`src/rtl/settime_pkg.sv`:
```
package settime_pkg;

  typedef enum logic [1:0] {
    ST_RUN  = 2'd0,
    ST_HOLDH = 2'd1,
    ST_HOLDM = 2'd2
  } settime_state_e;

  typedef struct packed {
    logic hr;
    logic mn;
    logic sec;
  } settime_strobe_t;

  localparam settime_strobe_t STROBE_NONE = '{hr: 1'b0, mn: 1'b0, sec: 1'b0};

endpackage

```
`src/rtl/settime_rstsync.sv`:
```
module settime_rstsync #(
  parameter int RST_STAGES = 2
) (
  input  logic clk,
  input  logic rst_n,
  output logic rst_ok
);
  localparam int LAST = RST_STAGES - 1;

  logic [LAST:0] chain_q;

  generate
    if (RST_STAGES == 1) begin : g_single
      always_ff @(posedge clk or negedge rst_n) begin
        if (!rst_n) chain_q <= '0;
        else        chain_q <= 1'b1;
      end
    end else begin : g_multi
      always_ff @(posedge clk or negedge rst_n) begin
        if (!rst_n) chain_q <= '0;
        else        chain_q <= {chain_q[LAST-1:0], 1'b1};
      end
    end
  endgenerate

  assign rst_ok = chain_q[LAST];


  rst_low_clears_chk: assert property (@(posedge clk) !rst_n |-> !rst_ok)
    else $error("rst_ok high while rst_n low");
endmodule

```
`src/rtl/settime_decode.sv`:
```
module settime_decode
  import settime_pkg::*;
(
  input  settime_state_e  cur,
  input  logic            set_mode,
  input  logic            btn_hr,
  input  logic            btn_min,
  output settime_state_e  nxt,
  output settime_strobe_t strobes
);
  logic only_hr;
  logic only_min;

  assign only_hr  = set_mode &  btn_hr & ~btn_min;
  assign only_min = set_mode & ~btn_hr &  btn_min;

  always_comb begin
    nxt     = cur;
    strobes = STROBE_NONE;
    unique case (cur)
      ST_RUN: begin
        if (!set_mode) begin
          strobes.sec = 1'b1;
        end else if (only_hr) begin
          strobes.hr = 1'b1;
          nxt        = ST_HOLDH;
        end else if (only_min) begin
          strobes.mn = 1'b1;
          nxt        = ST_HOLDM;
        end
      end
      ST_HOLDH: begin
        if (!only_hr) nxt = ST_RUN;
      end
      ST_HOLDM: begin
        if (!only_min) nxt = ST_RUN;
      end
      default: begin
        nxt = ST_RUN;
      end
    endcase
  end
endmodule

```
`src/rtl/settime_state_reg.sv`:
```
module settime_state_reg
  import settime_pkg::*;
(
  input  logic           clk,
  input  logic           rst_ok,
  input  settime_state_e nxt,
  output settime_state_e cur
);
  logic upd_en;

  assign upd_en = (nxt != cur);

  always_ff @(posedge clk or negedge rst_ok) begin
    if (!rst_ok)     cur <= ST_RUN;
    else if (upd_en) cur <= nxt;
  end
endmodule

```
`src/rtl/settime_ctrl.sv`:
```
module settime_ctrl
  import settime_pkg::*;
#(
  parameter int RST_STAGES = 2
) (
  input  logic clk,
  input  logic rst_n,
  input  logic set_mode,
  input  logic btn_hr,
  input  logic btn_min,
  output logic step_hr,
  output logic step_min,
  output logic step_sec
);
  logic            rst_ok;
  settime_state_e  cur;
  settime_state_e  nxt;
  settime_strobe_t raw;

  settime_rstsync #(.RST_STAGES(RST_STAGES)) u_rst (
    .clk   (clk),
    .rst_n (rst_n),
    .rst_ok(rst_ok)
  );

  settime_decode u_dec (
    .cur     (cur),
    .set_mode(set_mode),
    .btn_hr  (btn_hr),
    .btn_min (btn_min),
    .nxt     (nxt),
    .strobes (raw)
  );

  settime_state_reg u_reg (
    .clk   (clk),
    .rst_ok(rst_ok),
    .nxt   (nxt),
    .cur   (cur)
  );

  assign step_hr  = raw.hr  & rst_ok;
  assign step_min = raw.mn  & rst_ok;
  assign step_sec = raw.sec & rst_ok;


  one_strobe_chk: assert property (@(posedge clk) disable iff (!rst_ok)
    $onehot0({step_hr, step_min, step_sec}))
    else $error("more than one strobe high");


  hr_single_chk: assert property (@(posedge clk) disable iff (!rst_ok)
    step_hr |=> !step_hr)
    else $error("hour strobe two cycles in a row");


  min_single_chk: assert property (@(posedge clk) disable iff (!rst_ok)
    step_min |=> !step_min)
    else $error("minute strobe two cycles in a row");


  hr_enters_hold_chk: assert property (@(posedge clk) disable iff (!rst_ok)
    step_hr |=> (cur == ST_HOLDH))
    else $error("hour step did not enter hold");


  min_enters_hold_chk: assert property (@(posedge clk) disable iff (!rst_ok)
    step_min |=> (cur == ST_HOLDM))
    else $error("minute step did not enter hold");


  sec_only_running_chk: assert property (@(posedge clk) disable iff (!rst_ok)
    step_sec |-> (!set_mode && cur == ST_RUN))
    else $error("seconds strobe outside running with mode low");


  hold_exit_quiet_chk: assert property (@(posedge clk) disable iff (!rst_ok)
    (cur != ST_RUN) |-> !(step_hr || step_min || step_sec))
    else $error("strobe raised from a hold state");
endmodule

```
`config.mk`:
```
export PLATFORM = sky130hd
export DESIGN_NAME = settime_ctrl
export DESIGN_NICKNAME = d
export VERILOG_FILES = /design/src/rtl/settime_pkg.sv /design/src/rtl/settime_rstsync.sv /design/src/rtl/settime_decode.sv /design/src/rtl/settime_state_reg.sv /design/src/rtl/settime_ctrl.sv
export SDC_FILE = /design/constraint.sdc
export NUM_CORES = 1
export LEC_CHECK = 0
export BUFFER_PORTS_ARGS = -buffer_cell sky130_fd_sc_hd__buf_2
export CORE_AREA = 10 10 47 49
export CTS_BUF_LIST = sky130_fd_sc_hd__clkbuf_16
export CTS_CLUSTER_SIZE = 8
export DETAILED_ROUTE_END_ITERATION = 8
export DIE_AREA = 0 0 57 59
export PLACE_DENSITY = 0.32
export SYNTH_ARGS = -nofsm -noshare
export SYNTH_HDL_FRONTEND = slang
export SYNTH_SLANG_ARGS = --single-unit
```
`constraint.sdc`:
```
create_clock -name clk -period 1 [get_ports clk]
set_input_delay 0.1 -clock clk [delete_from_list [all_inputs] [get_ports clk]]
set_output_delay 0.1 -clock clk [all_outputs]
set_load 0.05 [all_outputs]
```
==> flow_metrics.py, run 1 <==
metrics = {
    "grt": {
        "groute.usage.overall_pct": 2.82,
        "grt_antenna_before_repair": 0,
        "globalRoute.totalOverflow": 0,
        "grtUsageMet2_pct": 3.72,
        "first_global_vias": 179,
        "global_route.usage.met3_pct": 3.86,
        "grt_max_degree": 4,
        "grt_first_pass_wirelength_um": 703,
        "groute.layer.met1.usage_pct": 2.03,
        "busiest_layer": "met3",
    },
    "critical_path": {
        "r2r-start": "u_reg.cur[0]",
        "worst_setup_path_end_kind": "primary output",
        "required_time_at_the_worst_slack_endpoint_ns": 0.90,
        "setup.worst_path.class": "flop to primary output",
        "cp_data_arrival_time_ns": 1.29,
        "worst_setup_path_start_kind": "flop",
        "cp-startpoint": "u_reg.cur[1]",
        "worstPathMaxFanout": 3,
    },
    "power_and_ir_drop": {
        "power.share.sequential_pct": 20.3,
        "power_density_nw_per_um2": 2520,
        "switching_power_mw": 0.142,
        "share_of_total_power_consumed_by_net_switching_pct": 16.7,
        "vdd_ir_drop_max_uv": 972,
        "p_leak_nw": 0.154,
        "power_frac_clock_pct": 71.6,
        "power.combinational.fraction_pct": 8.1,
        "cell_internal_pwr_mw": 0.710,
    },
    "timing": {
        "setup_viol": 3,
        "finClkSkew_ns": 0.0000274,
        "tns_ns": -1.17,
        "crit_path_time_final_ns": 1.39,
        "finalHoldViolations": 0,
        "period_share_pct": 139,
        "maxSlewViolCount": 0,
        "post-route-worst-setup-slack_ns": -0.393,
        "max_freq_mhz": 718,
        "rsz_0062_raised_after_global_routing": "true",
    },
    "clocking": {
        "ctsLongestPathBuffers": 2,
        "cts_inserted_buffers": 3,
        "insertion_delay_ns": 0.22,
        "clock_tree.htree_level_count": 1,
        "clock_transition_at_the_registers_of_the_reported_paths_ns": 0.03,
        "clk_root_buf": "sky130_fd_sc_hd__clkbuf_16",
        "clock_sink_count": 4,
        "tritoncts_clock_tree": "done",
    },
    "status": {
        "violations": "setup timing",
        "outcome": "finished with violations",
    },
    "drt": {
        "drc_errors": 0,
        "detail_route.vias_per_cell": 3.37,
        "postRouteAntennaNets": 0,
        "drtIter0Drc": 0,
        "vias": 138,
        "detail_route.wirelength_um": 388,
        "routed_wire_length_per_instance_um": 9.46,
        "detailedRoute.firstPassIterationCount": 1,
    },
    "logic_synthesis": {
        "netlist_top_cells_count": "5 x sky130_fd_sc_hd__nor2_1, 4 x sky130_fd_sc_hd__dfrtp_1, 2 x sky130_fd_sc_hd__nand3b_1, 1 x sky130_fd_sc_hd__conb_1, 1 x sky130_fd_sc_hd__or3b_1",
        "post_synth_inst_count": 13,
        "netlist_top_cells_area": "sky130_fd_sc_hd__dfrtp_1 68%, sky130_fd_sc_hd__nor2_1 13%, sky130_fd_sc_hd__nand3b_1 10%",
        "synth_flop_cell": "sky130_fd_sc_hd__dfrtp_1",
        "synth_edf_count": 0,
        "seq_area_frac_synth_pct": 68.4,
        "async_reset_ff_share_pct": 100,
        "synth.most_common_cell": "sky130_fd_sc_hd__nor2_1",
        "ys.warnings.count": 0,
        "syn_area_per_cell_sq_um": 11.3,
        "synthDominantAreaCellType": "sky130_fd_sc_hd__dfrtp_1",
        "synthDominantCellAreaShare_pct": 68.4,
        "ys_ff_latch": 4,
        "synth.net_count": 18,
        "synth.cell_area_sq_um": 146,
        "number_of_distinct_library_cells_after_synthesis": 5,
    },
    "floorplan": {
        "die-height_um": 59,
        "row_count": 14,
        "core_region_area_sq_um": 1400,
        "start_util_pct": 10.4,
        "die-width_um": 57,
        "ioPinCount": 8,
        "die-area_sq_um": 3360,
    },
    "layout": {
        "n_fill_cell": 158,
        "drive_above_1_share_pct": 60.0,
        "final_net_count": 32,
        "n_diodes": 0,
        "area_delta_synth_final_pct": 131,
        "layout.cell_area.non_filler_sq_um": 338,
    },
    "place": {
        "dp_hpwl_um": 333,
        "placed_area_sq_um": 234,
        "routabilityCongestion": 0.691,
        "port-buffer-count": 7,
    },
    "worst_hold_path": {
        "hold_path_class": "flop to asynchronous set/reset pin",
    },
    "job": {
        "cap_violations": 0,
    },
}
layout make-up:
| cell class | count | area, sq um | area share [%] |
|---|---|---|---|
| sequential | 4 | 100 | 29.6 |
| clock buffer | 3 | 75.1 | 22.2 |
| multi-input combinational | 9 | 71.3 | 21.1 |
| timing repair buffer | 9 | 71.3 | 21.1 |
| tap | 16 | 20.0 | 5.93 |
cells by family (layout without fill, tap and decap cells):
family	count (synthesis)	after routing	synth area share [%]
DFF	4	4	68.4
and+or+nand+nor	8	8	29.1
other	1	1	2.56
buffers and inverters	0	12	0
flip-flops by register name (all words and copies together), names as in the netlist:
signal	cells
u_reg.cur	2
u_rst.chain_q	2
metrics by stage:
step / power (mW) / setup slack, ns / hold WS [ns] / utilization, % / instances
2_1_floorplan: 0.213 / -0.173 / -0.196 / - / 13
3_3_place_gp: 0.234 / -0.246 / -0.114 / 16.7 / 37
3_5_place_dp: 0.235 / -0.265 / -0.112 / 16.7 / 37
4_1_cts: 0.865 / -0.408 / 0.141 / 24.1 / 41
5_1_grt: 0.881 / -0.442 / 0.148 / 24.1 / 41
6_report: 0.852 / -0.393 / 0.132 / 24.1 / 41
metal layers:
metal | vias up | wire length [um]
met5 | - | 0
met4 | 0 | 0
met3 | 0 | 101
met2 | 12 | 146
met1 | 61 | 141
li1 | 65 | -
worst max-delay path, stage by stage, from the launching register on:
cell,delay [ns]
sky130_fd_sc_hd__dfrtp_1,0.36
sky130_fd_sc_hd__or3b_4,0.45
sky130_fd_sc_hd__nor2_4,0.10
sky130_fd_sc_hd__buf_6,0.16
layout by cell type, fill, tap and decap left out, drive strengths merged:
| cell | Yosys | final |
|---|---|---|
| nor2 | 5 | 5 |
| dlygate4sd3 | 0 | 1 |
| or3b | 1 | 1 |
| clkbuf | 0 | 3 |
| buf | 0 | 8 |
| conb | 1 | 1 |
| dfrtp | 4 | 4 |
| nand3b | 2 | 2 |
power by group through the flow:
stage               Sequential (mW)  Clock (mW)  Combinational (mW)
detailed placement            0.175           0              0.0602
floorplan                     0.175           0              0.0383
global placement              0.175           0              0.0588
global route                  0.174       0.632              0.0745
CTS                           0.174       0.621              0.0698
finish                        0.173       0.610              0.0686
path summary, 6_finish.rpt:
check,slack (ns),to,cells after the start
min reg2reg,0.13,u_reg.cur[0],1
max reg2reg,0.45,u_reg.cur[1],1
max,-0.39,step_hr,3
min in group clk,0.22,u_reg.cur[0],3
max in group asynchronous,0.71,u_rst.chain_q[0],2
min,0.13,u_reg.cur[0],1
repair_timing:
item                                    CTS  global route
hold buffers                              1             0
resized for setup                         6             0
endpoints found under the setup margin    3             3
endpoints found under the hold margin     2             0
pin swaps                                 1             0
buffers inserted                          0             0
(Power assumes the default switching activity.)
==> inputs of run 2 (changes only) <==
- clock period: 1 -> 1.5 ns (I/O delays scaled with it)
==> run 2 against run 1 <==
Effect of this change:
- the run now ends clean
- design area decreased by 7.4%
- die area unchanged
- routed wire length decreased by 2.6%
- final cell count decreased by 2.4%
- sequential share of layout area increased by 2.4 points
- clock power decreased by 33%
- highest routed layer unchanged
==> flow_metrics.py, run 2 (same netlist as run 1, synthesis figures left out) <==
metrics = {
    "drt": {
        "detailedRoute.firstPassIterationCount": 2,
        "vias": 137,
        "postRouteAntennaNets": 0,
        "routed_wire_length_per_instance_um": 9.45,
        "drtIter0Drc": 2,
        "detail_route.vias_per_cell": 3.43,
        "detail_route.wirelength_um": 378,
        "drc_errors": 0,
    },
    "grt": {
        "globalRoute.totalOverflow": 0,
        "grt_antenna_before_repair": 0,
        "groute.usage.overall_pct": 2.77,
        "grt_first_pass_wirelength_um": 662,
        "first_global_vias": 165,
        "grt_max_degree": 4,
    },
    "place": {
        "dp_hpwl_um": 298,
        "placed_area_sq_um": 201,
        "routabilityCongestion": 0.713,
        "port-buffer-count": 7,
        "place.detailed.instances": 36,
    },
    "power_and_ir_drop": {
        "vdd_ir_drop_max_uv": 677,
        "switching_power_mw": 0.0902,
        "power.combinational.fraction_pct": 6.8,
        "p_leak_nw": 0.149,
        "power_frac_clock_pct": 72.5,
        "power_density_nw_per_um2": 1790,
        "share_of_total_power_consumed_by_net_switching_pct": 16.1,
        "post-layout-total-power_mw": 0.560,
        "power.share.sequential_pct": 20.7,
        "cell_internal_pwr_mw": 0.470,
    },
    "layout": {
        "mostFrequentLayoutCells": "4 x sky130_fd_sc_hd__buf_2, 4 x sky130_fd_sc_hd__dfrtp_1, 3 x sky130_fd_sc_hd__nor2_1, 3 x sky130_fd_sc_hd__clkbuf_16, 3 x sky130_fd_sc_hd__buf_6",
        "multi_input_comb_area_sq_um": 53.8,
        "layout.cell_area.non_filler_sq_um": 313,
        "regArea_sq_um": 100,
        "drive_above_1_share_pct": 54.2,
        "final_core_util_pct": 22.3,
        "final_net_count": 31,
        "layout_top_registers": "u_reg.cur x2, u_rst.chain_q x2",
        "n_fill_cell": 158,
        "final_cell_count_no_fill": 40,
        "n_diodes": 0,
        "area_delta_synth_final_pct": 114,
    },
    "timing": {
        "period_share_pct": 98.0,
        "crit_path_time_final_ns": 1.47,
        "maxSlewViolCount": 0,
        "finalHoldViolations": 0,
        "setup_viol": 0,
        "finClkSkew_ns": 0.000836,
        "max_freq_mhz": 680,
        "final.hold.worst_slack_ns": 0.0302,
        "rsz_0062_raised_after_global_routing": "true",
    },
    "critical_path": {
        "cp-startpoint": "u_reg.cur[0]",
        "cp_data_arrival_time_ns": 1.32,
        "worstPathMaxFanout": 3,
        "worst_setup_path_end_kind": "primary output",
        "setup.worst_path.class": "flop to primary output",
        "rrSetupSlack_ns": 0.95,
        "cp-endpoint": "step_hr",
        "worst_setup_path_start_kind": "flop",
        "rr_endpoint": "u_reg.cur[0]",
        "required_time_at_the_worst_slack_endpoint_ns": 1.35,
        "r2r_cells": 1,
        "r2r-start": "u_reg.cur[1]",
    },
    "clocking": {
        "insertion_delay_ns": 0.22,
        "clock_tree.htree_level_count": 1,
        "cts_inserted_buffers": 3,
        "clk_root_buf": "sky130_fd_sc_hd__clkbuf_16",
        "tritoncts_clock_tree": "done",
        "cts_post_setup_buffers_inserted": 0,
        "clock_sink_count": 4,
        "clock_transition_at_the_registers_of_the_reported_paths_ns": 0.03,
        "ctsLongestPathBuffers": 2,
    },
    "worst_hold_path": {
        "hold_path_class": "flop to asynchronous set/reset pin",
    },
    "floorplan": {
        "die-width_um": 57,
        "row_count": 14,
        "die-height_um": 59,
        "start_util_pct": 10.4,
        "die-area_sq_um": 3360,
        "ioPinCount": 8,
        "core_region_area_sq_um": 1400,
    },
    "status": {
        "outcome": "finished clean",
    },
    "job": {
        "cap_violations": 0,
    },
}
[run 2: cell types whose count changed in the layout (fill, tap and decap cells not counted), sizes merged]
cell  change
buf       -1
[run 2: metrics by stage]
| stage | setup TNS, ns | setup slack (ns) |
|---|---|---|
| floorplan | -0.221 | -0.0784 |
| global placement | 0 | 0.228 |
| detailed placement | 0 | 0.173 |
| CTS | 0 | 0.00249 |
| global route | -0.0223 | -0.0161 |
| finish | 0 | 0.0303 |
[run 2: power groups by stage]
stage	combinational (mW)	clock (mW)	sequential, mW
after floorplan	0.0175	0	0.117
after global placement	0.0274	0	0.117
after detailed placement	0.0288	0	0.117
after CTS	0.0340	0.415	0.116
after global routing	0.0410	0.427	0.117
final	0.0379	0.406	0.116
[run 2: worst min path at each step]
stage | to | slack, ns | start | depth (start not counted)
2_1_floorplan | u_rst.chain_q[0] | -0.15 | rst_n | 0
3_3_place_gp | u_rst.chain_q[0] | -0.06 | rst_n | 1
3_5_place_dp | u_rst.chain_q[0] | -0.06 | rst_n | 1
4_1_cts | u_reg.cur[1] | 0.03 | u_rst.chain_q[1] | 0
5_1_grt | u_reg.cur[1] | 0.04 | u_rst.chain_q[1] | 0
6_report | u_reg.cur[1] | 0.03 | u_rst.chain_q[1] | 0
[run 2: what timing repair did]
item                                   in CTS  in global routing
setup endpoints to repair                   3                  3
resized for setup                           5                  4
hold buffers                                1                  0
endpoints found under the hold margin       2                  0
pin swaps                                   0                  0
[run 2: per-layer routing]
| metal | global-route usage (%) | wire (um) |
|---|---|---|
| met3 | 3.86 | 70 |
| met4 | 2.01 | 0 |
| met1 | 2.51 | 165 |
| met5 | 0 | 0 |
| met2 | 2.95 | 141 |
[run 2: final cells by class]
cell class / instances / share of cell area [%]
tap: 16 / 6.40
timing repair buffer: 8 / 20.4
clock buffer: 3 / 24.0
sequential: 4 / 32.0
multi-input combinational: 9 / 17.2
[run 2: worst max-delay path, cell delays in order (launching register included)]
cell	delay [ns]
sky130_fd_sc_hd__dfrtp_1	0.37
sky130_fd_sc_hd__or3b_4	0.42
sky130_fd_sc_hd__nor2_1	0.14
sky130_fd_sc_hd__buf_6	0.17
==> inputs of run 3 (changes only) <==
- ABC_AREA: default -> 1
- PLACE_DENSITY: 0.32 -> 0.33
==> run 3 against run 2 <==
Effect of this change:
- sequential power about the same
- sequential share of layout area up 2.8 points
- critical path type unchanged
- hold slack worse by 0.0021 ns
- core utilization down 1.8 points
- die area unchanged
- combinational power down 19%
- register-to-register slack about the same
- flip-flop and latch count unchanged
- largest cell class unchanged
==> flow_metrics.py, run 3 <==
metrics = {
    "logic_synthesis": {
        "seq_area_frac_synth_pct": 67.8,
        "post_synth_inst_count": 16,
        "syn_area_per_cell_sq_um": 9.23,
        "netlist_top_cells_count": "6 x sky130_fd_sc_hd__nor2_1, 4 x sky130_fd_sc_hd__dfrtp_1, 2 x sky130_fd_sc_hd__inv_1, 2 x sky130_fd_sc_hd__nand3_1",
        "synth_edf_count": 0,
        "synthDominantAreaCellType": "sky130_fd_sc_hd__dfrtp_1",
        "async_reset_ff_share_pct": 100,
        "ys_ff_latch": 4,
        "synth.cell_area_sq_um": 148,
        "netlist_top_cells_area": "sky130_fd_sc_hd__dfrtp_1 68%, sky130_fd_sc_hd__nor2_1 15%, sky130_fd_sc_hd__nand3_1 6.8%",
        "ys.warnings.count": 0,
        "synth_flop_cell": "sky130_fd_sc_hd__dfrtp_1",
        "synth.most_common_cell": "sky130_fd_sc_hd__nor2_1",
        "number_of_distinct_library_cells_after_synthesis": 6,
        "synthDominantCellAreaShare_pct": 67.8,
        "synth.net_count": 21,
    },
    "timing": {
        "final.hold.worst_slack_ns": 0.0280,
        "tns_ns": 0,
        "setup_viol": 0,
        "finClkSkew_ns": 0.00234,
        "max_freq_mhz": 782,
        "post-route-worst-setup-slack_ns": 0.222,
        "maxSlewViolCount": 0,
        "crit_path_time_final_ns": 1.28,
        "rsz_0062_raised_after_global_routing": "false",
        "period_share_pct": 85.2,
        "finalHoldViolations": 0,
    },
    "drt": {
        "vias": 135,
        "detailedRoute.firstPassIterationCount": 2,
        "detail_route.vias_per_cell": 3.14,
        "drc_errors": 0,
        "routed_wire_length_per_instance_um": 8.74,
        "detail_route.wirelength_um": 376,
        "postRouteAntennaNets": 0,
        "drtIter0Drc": 4,
    },
    "floorplan": {
        "start_util_pct": 10.5,
        "row_count": 14,
        "die-width_um": 57,
        "ioPinCount": 8,
        "die-height_um": 59,
        "core_region_area_sq_um": 1400,
        "die-area_sq_um": 3360,
    },
    "place": {
        "dp_hpwl_um": 285,
        "port-buffer-count": 7,
        "routabilityCongestion": 0.745,
        "post_placement_worst_setup_slack_ns": 0.454,
    },
    "grt": {
        "groute.usage.overall_pct": 2.77,
        "globalRoute.totalOverflow": 0,
        "grt_max_degree": 4,
        "first_global_vias": 152,
        "grt_first_pass_wirelength_um": 655,
        "grt_antenna_before_repair": 0,
    },
    "layout": {
        "n_diodes": 0,
        "final_net_count": 34,
        "drive_above_1_share_pct": 37.0,
        "layout_top_registers": "u_reg.cur x2, u_rst.chain_q x2",
        "mostFrequentLayoutCells": "7 x sky130_fd_sc_hd__buf_2, 6 x sky130_fd_sc_hd__nor2_1, 4 x sky130_fd_sc_hd__dfrtp_1, 3 x sky130_fd_sc_hd__clkbuf_16",
        "area_delta_synth_final_pct": 94.9,
        "commonest_non_fill_non_tap_cell_in_the_layout": "sky130_fd_sc_hd__buf_2",
    },
    "clocking": {
        "clk_root_buf": "sky130_fd_sc_hd__clkbuf_16",
        "cts_inserted_buffers": 3,
        "tritoncts_clock_tree": "done",
        "clock_sink_count": 4,
        "clock_transition_at_the_registers_of_the_reported_paths_ns": 0.03,
        "insertion_delay_ns": 0.22,
        "clock_tree.htree_level_count": 1,
        "ctsLongestPathBuffers": 2,
    },
    "critical_path": {
        "worst_setup_path_end_kind": "primary output",
        "worst_setup_path_start_kind": "flop",
        "r2r-start": "u_reg.cur[1]",
        "worstPathMaxFanout": 3,
        "cp_data_arrival_time_ns": 1.13,
        "crit_slowest_cell": "sky130_fd_sc_hd__dfrtp_1",
        "path_cells": "nor2_1 > nand2_1 > nor2_1 > buf_2",
        "r2r_cells": 1,
        "cp-startpoint": "u_reg.cur[0]",
        "rrSetupSlack_ns": 0.94,
        "rr_endpoint": "u_reg.cur[0]",
        "path_common_cell": "sky130_fd_sc_hd__nor2_1",
        "setup.worst_path.class": "flop to primary output",
        "required_time_at_the_worst_slack_endpoint_ns": 1.35,
        "critical_path.max_stage_delay_ns": 0.37,
    },
    "power_and_ir_drop": {
        "power.combinational.fraction_pct": 5.6,
        "vdd_ir_drop_max_uv": 651,
        "switching_power_mw": 0.0898,
        "power_frac_clock_pct": 73.5,
        "power_density_nw_per_um2": 1920,
        "share_of_total_power_consumed_by_net_switching_pct": 16.2,
        "power.share.sequential_pct": 21.0,
        "p_leak_nw": 0.155,
        "cell_internal_pwr_mw": 0.464,
    },
    "worst_hold_path": {
        "hold_path_class": "flop to asynchronous set/reset pin",
    },
    "status": {
        "outcome": "finished clean",
    },
    "job": {
        "cap_violations": 0,
    },
}
[run 3: cell count changes in the layout (fill, tap and decap cells not counted)]
| cell | delta |
|---|---|
| sky130_fd_sc_hd__nand2_1 | +1 |
| sky130_fd_sc_hd__buf_6 | -3 |
| sky130_fd_sc_hd__inv_1 | +2 |
| sky130_fd_sc_hd__nand3b_1 | -2 |
| sky130_fd_sc_hd__nor2_2 | -2 |
| sky130_fd_sc_hd__buf_2 | +3 |
| sky130_fd_sc_hd__nand3_1 | +2 |
| sky130_fd_sc_hd__nor2_1 | +3 |
| sky130_fd_sc_hd__or3b_4 | -1 |
[run 3: power groups by stage]
stage | Sequential (mW) | Combinational, mW | Clock (mW)
floorplan | 0.117 | 0.0177 | 0
global placement | 0.117 | 0.0282 | 0
detailed placement | 0.117 | 0.0291 | 0
CTS | 0.116 | 0.0312 | 0.418
global route | 0.117 | 0.0341 | 0.429
finish | 0.116 | 0.0307 | 0.407
[run 3: how the worst max path moves through the flow]
| stage | end | slack, ns | cells after the start |
|---|---|---|---|
| 2_1_floorplan | step_hr | 0.18 | 3 |
| 3_3_place_gp | step_hr | 0.47 | 4 |
| 3_5_place_dp | step_min | 0.45 | 4 |
| 4_1_cts | step_min | 0.21 | 4 |
| 5_1_grt | step_hr | 0.12 | 4 |
| 6_report | step_min | 0.22 | 4 |
[run 3: cell families after synthesis]
| logic type | Yosys count | synth area share [%] |
|---|---|---|
| AND/OR/NAND/NOR | 9 | 24.6 |
| flip-flops | 4 | 67.8 |
| buffers and inverters | 2 | 5.09 |
| other | 1 | 2.54 |
[run 3: what timing repair did]
action,4_1_cts,5_1_grt
buffers inserted,0,0
endpoints found under the hold margin,2,0
hold buffers,1,0
resized for setup,0,0
[run 3: per-stage QoR]
| step | utilization [%] | power (mW) | std cells | cell area, sq um |
|---|---|---|---|---|
| CTS | 20.5 | 0.565 | 43 | 288 |
| global placement | 14.5 | 0.145 | 39 | 203 |
| global route | 20.5 | 0.580 | 43 | 288 |
| finish | 20.5 | 0.553 | 43 | 288 |
| detailed placement | 14.5 | 0.146 | 39 | 203 |
| floorplan | - | 0.135 | 16 | 148 |
[run 3: final cells by class]
cell class                 instances  area (sq um)
fill                             164          1110
sequential                         4           100
clock buffer                       3          75.1
timing repair buffer               8          45.0
multi-input combinational         10          40.0
tap                               16          20.0
inverter                           2          7.51
[run 3: worst max-delay path: cells and delay by family, from the launching register on]
| family | cells | cell delay, ns |
|---|---|---|
| and+or+nand+nor | 3 | 0.28 |
| buffers and inverters | 1 | 0.27 |
| DFF | 1 | 0.37 |
[run 3: routing by layer]
metal  GRT usage [%]  routed length [um]  part of all wire, %  up-vias
met2            2.95                 130                   35        8
met5               0                   0                    0        -
li1                -                   -                    -       69
met3            3.22                  55                   15        0
met1            2.51                 190                   51       58
met4            3.02                   0                    0        0
